<file path="config.mk">
export PLATFORM = sky130hd
export DESIGN_NAME = supply_fault_regs
export DESIGN_NICKNAME = d
export VERILOG_FILES = /design/src/rtl/supply_fault_pkg.sv /design/src/rtl/sf_flag_sync.sv /design/src/rtl/sf_fault_bank.sv /design/src/rtl/sf_supply_regs.sv /design/src/rtl/supply_fault_regs.sv
export SDC_FILE = /design/constraint.sdc
export NUM_CORES = 1
export LEC_CHECK = 0
export CORE_AREA = 8 8 91 93
export DETAILED_ROUTE_END_ITERATION = 10
export DIE_AREA = 0 0 99 101
export GPL_ROUTABILITY_DRIVEN = 0
export SYNTH_ARGS = -nofsm -noshare
export SYNTH_HDL_FRONTEND = slang
export SYNTH_SLANG_ARGS = --single-unit
</file>
<file path="constraint.sdc">
create_clock -name clk -period 2.3 [get_ports clk]
set_clock_uncertainty 0.05 [all_clocks]
set_input_delay 0.23 -clock clk [delete_from_list [all_inputs] [get_ports clk]]
set_output_delay 0.23 -clock clk [all_outputs]
set_load 0.05 [all_outputs]
</file>
<file path="src/rtl/supply_fault_pkg.sv">
package supply_fault_pkg;
  localparam int NUM_SUP   = 3;
  localparam int LVL_W     = 4;
  localparam int DATA_W    = 8;
  localparam int ADDR_W    = 4;
  localparam int FLAG_W    = 2 * NUM_SUP + 2;
  localparam int BIT_TWARN = 2 * NUM_SUP;
  localparam int BIT_TSHUT = 2 * NUM_SUP + 1;

  localparam logic [ADDR_W-1:0] A_LIVE   = ADDR_W'(NUM_SUP);
  localparam logic [ADDR_W-1:0] A_STICKY = ADDR_W'(NUM_SUP + 1);
  localparam logic [ADDR_W-1:0] A_MASK   = ADDR_W'(NUM_SUP + 2);

  // Next sticky value: a rise sets, a clear only acts where the live flag is low.
  function automatic logic [FLAG_W-1:0] sticky_next(
    input logic [FLAG_W-1:0] cur,
    input logic [FLAG_W-1:0] live,
    input logic [FLAG_W-1:0] rise,
    input logic [FLAG_W-1:0] clr);
    return (cur & ~(clr & ~live)) | rise;
  endfunction

  function automatic logic irq_level(input logic [FLAG_W-1:0] sticky,
                                     input logic [FLAG_W-1:0] mask);
    return ~|(sticky & mask);
  endfunction

  function automatic logic [DATA_W-1:0] ctrl_word(input logic [LVL_W-1:0] lvl,
                                                  input logic en);
    logic [DATA_W-1:0] w;
    w = '0;
    w[LVL_W-1:0] = lvl;
    w[LVL_W] = en;
    return w;
  endfunction
endpackage

</file>
<file path="src/rtl/sf_flag_sync.sv">
module sf_flag_sync #(
  parameter int W = 8
) (
  input  logic         clk,
  input  logic         rst_n,
  input  logic [W-1:0] raw,
  output logic [W-1:0] live,
  output logic [W-1:0] rise
);
  logic [W-1:0] meta_q, live_q, prev_q;

  for (genvar i = 0; i < W; i++) begin : g_bit
    always_ff @(posedge clk or negedge rst_n) begin
      if (!rst_n) begin
        meta_q[i] <= 1'b0;
        live_q[i] <= 1'b0;
        prev_q[i] <= 1'b0;
      end else begin
        meta_q[i] <= raw[i];
        live_q[i] <= meta_q[i];
        prev_q[i] <= live_q[i];
      end
    end
  end

  assign live = live_q;
  assign rise = live_q & ~prev_q;
endmodule

</file>
<file path="src/rtl/sf_fault_bank.sv">
module sf_fault_bank
  import supply_fault_pkg::*;
(
  input  logic              clk,
  input  logic              rst_n,
  input  logic              wr_sticky,
  input  logic              wr_mask,
  input  logic [DATA_W-1:0] wdata,
  input  logic [FLAG_W-1:0] live,
  input  logic [FLAG_W-1:0] rise,
  output logic [FLAG_W-1:0] sticky,
  output logic [FLAG_W-1:0] mask,
  output logic              irq_n
);
  logic [FLAG_W-1:0] clr;

  assign clr = wr_sticky ? wdata[FLAG_W-1:0] : '0;

  always_ff @(posedge clk or negedge rst_n) begin
    if (!rst_n) begin
      sticky <= '0;
      mask   <= '0;
    end else begin
      sticky <= sticky_next(sticky, live, rise, clr);
      if (wr_mask) mask <= wdata[FLAG_W-1:0];
    end
  end

  assign irq_n = irq_level(sticky, mask);
endmodule

</file>
<file path="src/rtl/sf_supply_regs.sv">
module sf_supply_regs
  import supply_fault_pkg::*;
(
  input  logic                     clk,
  input  logic                     rst_n,
  input  logic                     wr_ok,
  input  logic [ADDR_W-1:0]        addr,
  input  logic [DATA_W-1:0]        wdata,
  input  logic                     shutdown,
  output logic [NUM_SUP*LVL_W-1:0] levels,
  output logic [NUM_SUP-1:0]       en_store
);
  for (genvar k = 0; k < NUM_SUP; k++) begin : g_sup
    logic hit;
    assign hit = wr_ok && (addr == ADDR_W'(k));
    always_ff @(posedge clk or negedge rst_n) begin
      if (!rst_n) begin
        levels[k*LVL_W +: LVL_W] <= '0;
        en_store[k] <= 1'b0;
      end else if (hit) begin
        levels[k*LVL_W +: LVL_W] <= wdata[LVL_W-1:0];
        en_store[k] <= wdata[LVL_W] & ~shutdown;
      end else if (shutdown) begin
        en_store[k] <= 1'b0;
      end
    end
  end
endmodule

</file>
<file path="src/rtl/supply_fault_regs.sv">
module supply_fault_regs
  import supply_fault_pkg::*;
#(
  parameter int INIT_CYCLES = 16
) (
  input  logic                     clk,
  input  logic                     rst_n,
  input  logic [ADDR_W-1:0]        bus_addr,
  input  logic                     bus_we,
  input  logic [DATA_W-1:0]        bus_wdata,
  output logic [DATA_W-1:0]        bus_rdata,
  input  logic [FLAG_W-1:0]        fault_raw,
  output logic [NUM_SUP-1:0]       supply_en,
  output logic [NUM_SUP*LVL_W-1:0] supply_level,
  output logic                     out_hiz,
  output logic                     ready,
  output logic                     irq_n
);
  localparam int CNT_W = $clog2(INIT_CYCLES + 1);

  logic [CNT_W-1:0]   init_cnt;
  logic               init_busy;
  logic               wr_ok;
  logic [FLAG_W-1:0]  fault_live, fault_rise, sticky, mask;
  logic [NUM_SUP-1:0] en_store;
  logic               shutdown;

  // Start-up window
  always_ff @(posedge clk or negedge rst_n) begin
    if (!rst_n) init_cnt <= '0;
    else if (init_busy) init_cnt <= init_cnt + 1'b1;
  end
  assign init_busy = (init_cnt != CNT_W'(INIT_CYCLES));
  assign ready     = ~init_busy;
  assign wr_ok     = bus_we & ready;

  sf_flag_sync #(.W(FLAG_W)) u_sync (
    .clk(clk), .rst_n(rst_n), .raw(fault_raw),
    .live(fault_live), .rise(fault_rise)
  );

  assign shutdown = fault_live[BIT_TSHUT];

  sf_fault_bank u_bank (
    .clk(clk), .rst_n(rst_n),
    .wr_sticky(wr_ok && bus_addr == A_STICKY),
    .wr_mask(wr_ok && bus_addr == A_MASK),
    .wdata(bus_wdata), .live(fault_live), .rise(fault_rise),
    .sticky(sticky), .mask(mask), .irq_n(irq_n)
  );

  sf_supply_regs u_regs (
    .clk(clk), .rst_n(rst_n), .wr_ok(wr_ok), .addr(bus_addr),
    .wdata(bus_wdata), .shutdown(shutdown),
    .levels(supply_level), .en_store(en_store)
  );

  assign supply_en = en_store & ~{NUM_SUP{shutdown | init_busy}};
  assign out_hiz   = shutdown | init_busy;

  // Read mux
  always_comb begin
    bus_rdata = '0;
    for (int k = 0; k < NUM_SUP; k++)
      if (bus_addr == ADDR_W'(k))
        bus_rdata = ctrl_word(supply_level[k*LVL_W +: LVL_W], en_store[k]);
    if (bus_addr == A_LIVE)   bus_rdata[FLAG_W-1:0] = fault_live;
    if (bus_addr == A_STICKY) bus_rdata[FLAG_W-1:0] = sticky;
    if (bus_addr == A_MASK)   bus_rdata[FLAG_W-1:0] = mask;
  end
endmodule

</file>
==> results.py, run 1 <==
metrics = {
    "outcome": {
        "outcome": "finished, final reports clean",
    },
    "global_routing": {
        "grt_pass1_wl_um": 10300,
        "first_global_vias": 1920,
        "grtUsageTotal_pct": 13.6,
        "grt_max_degree": 32,
        "overflow": 0,
        "grt_antenna_before_repair": 0,
    },
    "worst_setup_path": {
        "start_kind": "input pin",
        "cp_max_fo": 5,
        "cp-end-kind": "output pin",
        "criticalPathCategory": "in -> out",
        "crit_arrival_ns": 1.94,
        "worstPathRequired_ns": 2.02,
    },
    "timing": {
        "hold_viol": 0,
        "finalCritPeriodShare_pct": 96.6,
        "relSlewSlack_pct": 65.5,
        "maxSlewViolCount": 0,
        "worst_hold_slack_ns": 0.208,
        "grt_setup_unrepaired": "false",
        "fin_crit_ns": 2.22,
        "final.setup.tns_ns": 0,
        "fmax_mhz": 450,
        "tightestPinTransition_ns": 0.516,
        "setup_violations": 0,
    },
    "logic_synthesis": {
        "syn_avg_cell_area_um2": 14.2,
        "synth_common_cells": "60 x dfrtp_1, 18 x mux2_2, 13 x nand2b_1",
        "synth.area.top_cells": "dfrtp_1 56%, mux2_2 7.6%, mux2_4 4.5%, a22o_1 3.6%, nand2b_1 3.0%",
        "syn_area_mm2": 0.00268,
        "synth-main-ff-cell": "dfrtp_1",
        "synth_nets": 214,
        "ys_types": 40,
        "synth_top_area_share_pct": 56.0,
        "async_flop_share_pct": 100,
        "synth-seq-area-share_pct": 56.0,
        "ys_ff_latch": 60,
        "synth_largest_area_cell": "dfrtp_1",
        "synth_cells": 189,
        "yosysWarnings": 0,
        "synth_edf_count": 0,
        "yosysMostFrequentCell": "dfrtp_1",
    },
    "flow_run": {
        "maxCapViolCount": 0,
    },
    "layout": {
        "diodes": 0,
        "fin_nets": 279,
        "area_delta_synth_final_pct": 36.1,
        "drive_above_1_share_pct": 33.2,
    },
    "cts": {
        "clk_latency_ns": 0.34,
        "cts.htree.levels": 3,
        "clk_pin_slew_ns": 0.06,
        "cts_made_buffers": 9,
        "clock_path_buffers": 2,
        "clock-sinks": 60,
        "root_buffer": "clkbuf_8",
        "cts_tree": "done",
    },
    "placement": {
        "dp_hpwl_um": 4460,
        "numPortBuffers": 48,
    },
    "floorplanning": {
        "start_util_pct": 38.6,
        "coreArea_mm2": 0.00694,
        "die_w_um": 99,
        "num_rows": 31,
        "ios": 49,
        "die_area_mm2": 0.0100,
        "dieHeight_um": 101,
    },
    "route": {
        "dr.pass1.iters": 4,
        "routed_via_density": 5.18,
        "ant_nets": 0,
        "vias": 1765,
        "routed_wl_um": 6340,
        "drtIter0Drc": 69,
        "drc": 0,
        "avgRoutedWirePerCell_um": 18.6,
    },
    "pwr": {
        "ir_drop_mv": 0.517,
        "p_per_area_mw_per_mm2": 806,
        "p_leak_nw": 1.56,
    },
    "hold_path": {
        "min_path_type": "in -> async",
    },
}
[cells by family after synthesis]
| group | count (synthesis) | share of synthesized area [%] |
|---|---|---|
| DFF | 60 | 56.0 |
| and+or+nand+nor | 49 | 13.7 |
| buffers and inverters | 15 | 3.92 |
| adders and majority gates | 2 | 0.934 |
| xor gates and xnor gates | 4 | 1.31 |
| muxes | 36 | 17.2 |
| AOI/OAI and AO/OA | 23 | 6.87 |
[registers in the layout, summed over array words and instances (netlist names)]
| signal | flops |
|---|---|
| u_bank.mask | 8 |
| u_bank.sticky | 8 |
| u_sync.prev_q | 8 |
| u_regs.en_store | 3 |
| u_sync.live | 8 |
| init_cnt | 5 |
| u_regs.levels | 12 |
| u_sync.meta_q | 8 |
[layout by cell type, fill, tap and decap left out, drive strengths merged]
cell           count
dfrtp             60
clkdlybuf4s50     33
buf               32
mux2              26
nand2b            13
clkbuf            12
a22o              11
nand4              8
a22oi              7
mux2i              7
nand2              5
xnor2              4
mux4               3
inv                3
and2               3
and4               3
nand4b             3
nor2               2
a31oi              2
nand3              2
ha                 2
bufinv             2
clkinv             2
nor3b              2
nor3               2
nor4bb             1
nor4b              1
o21ai              1
and3b              1
a2111oi            1
nand4bb            1
nand3b             1
a2bb2oi            1
nor2b              1
dlygate4sd3        1
[worst max-delay path, cell delays in order]
cell and delay [ns]:
clkdlybuf4s50_1 0.60, buf_4 0.19, mux4_2 0.49, a22o_1 0.24, buf_4 0.18
[routing by layer]
metal,track usage [%],wire (um)
met1,17.2,2920
met2,21.4,3040
met3,3.11,286
met4,6.73,100
met5,0,0
[final timing paths]
check / from / endpoint / slack, ns / depth (start not counted)
max in group asynchronous: rst_n / u_bank.sticky[2]$_DFF_PN0_ / 1.38 / 3
setup / recovery: bus_addr[0] / bus_rdata[4] / 0.08 / 5
min in group clk: fault_raw[2] / u_sync.meta_q[2]$_DFF_PN0_ / 0.28 / 1
setup reg to reg: init_cnt[0]$_DFFE_PN0P_ / u_regs.levels[4]$_DFFE_PN0P_ / 0.21 / 8
hold reg to reg: u_sync.meta_q[4]$_DFF_PN0_ / u_sync.live[4]$_DFF_PN0_ / 0.30 / 0
hold / removal: rst_n / u_sync.live[4]$_DFF_PN0_ / 0.21 / 2
[stage by stage]
step / power (mW) / util (%) / setup WS, ns / instance area (um^2) / cells
floorplan: 1.61 / - / 0.0324 / 2680 / 189
global placement: 1.85 / 48.7 / 0.0933 / 3380 / 322
detailed placement: 1.86 / 48.7 / 0.0154 / 3380 / 322
CTS: 2.96 / 52.5 / 0.0149 / 3640 / 341
global route: 3.06 / 52.5 / 0.0100 / 3640 / 341
finish: 2.94 / 52.5 / 0.0783 / 3640 / 341
[power breakdown]
group | internal, mW | total (mW) | switching, mW
Combinational | 0.276 | 0.615 | 0.339
Clock | 0.695 | 1.10 | 0.405
Sequential | 1.15 | 1.22 | 0.0723
[repair_timing]
| item | CTS | global route |
|---|---|---|
| resized for setup | 1 | 1 |
| hold buffers | 1 | 0 |
| buffers inserted | 2 | 0 |
| hold endpoints to repair | 29 | 0 |
| setup endpoints to repair | 3 | 4 |
| cloned | 0 | 0 |
| pin swaps | 0 | 2 |
[cell type report]
| cell class | instances | area, um^2 |
|---|---|---|
| multi-input combinational | 114 | 1090 |
| clock buffer | 12 | 165 |
| tap | 82 | 103 |
| clock inverter | 4 | 70.1 |
| inverter | 3 | 11.3 |
| fill | 594 | 3300 |
| timing repair buffer | 66 | 703 |
| sequential | 60 | 1500 |
No activity file was read; power rests on OpenSTA's default activity.
==> inputs of run 2 (changes only) <==
--- a/config.mk
+++ b/config.mk
@@ -5,6 +5,7 @@
 export SDC_FILE = /design/constraint.sdc
 export NUM_CORES = 1
 export LEC_CHECK = 0
+export ABC_CLOCK_PERIOD_IN_PS = 2300
 export CORE_AREA = 8 8 91 93
 export DETAILED_ROUTE_END_ITERATION = 10
 export DIE_AREA = 0 0 99 101
==> results of run 2 <==
No change in the layout: final DEF, timing and power equal those of run 1.
==> inputs of run 3 (changes only) <==
--- a/config.mk
+++ b/config.mk
@@ -7,9 +7,11 @@
 export LEC_CHECK = 0
 export ABC_CLOCK_PERIOD_IN_PS = 2300
 export CORE_AREA = 8 8 91 93
+export CTS_CLUSTER_DIAMETER = 30
 export DETAILED_ROUTE_END_ITERATION = 10
 export DIE_AREA = 0 0 99 101
 export GPL_ROUTABILITY_DRIVEN = 0
+export SLEW_MARGIN = 20
 export SYNTH_ARGS = -nofsm -noshare
 export SYNTH_HDL_FRONTEND = slang
 export SYNTH_SLANG_ARGS = --single-unit
==> results of run 3 <==
No change in the layout: final DEF, timing and power equal those of run 1.
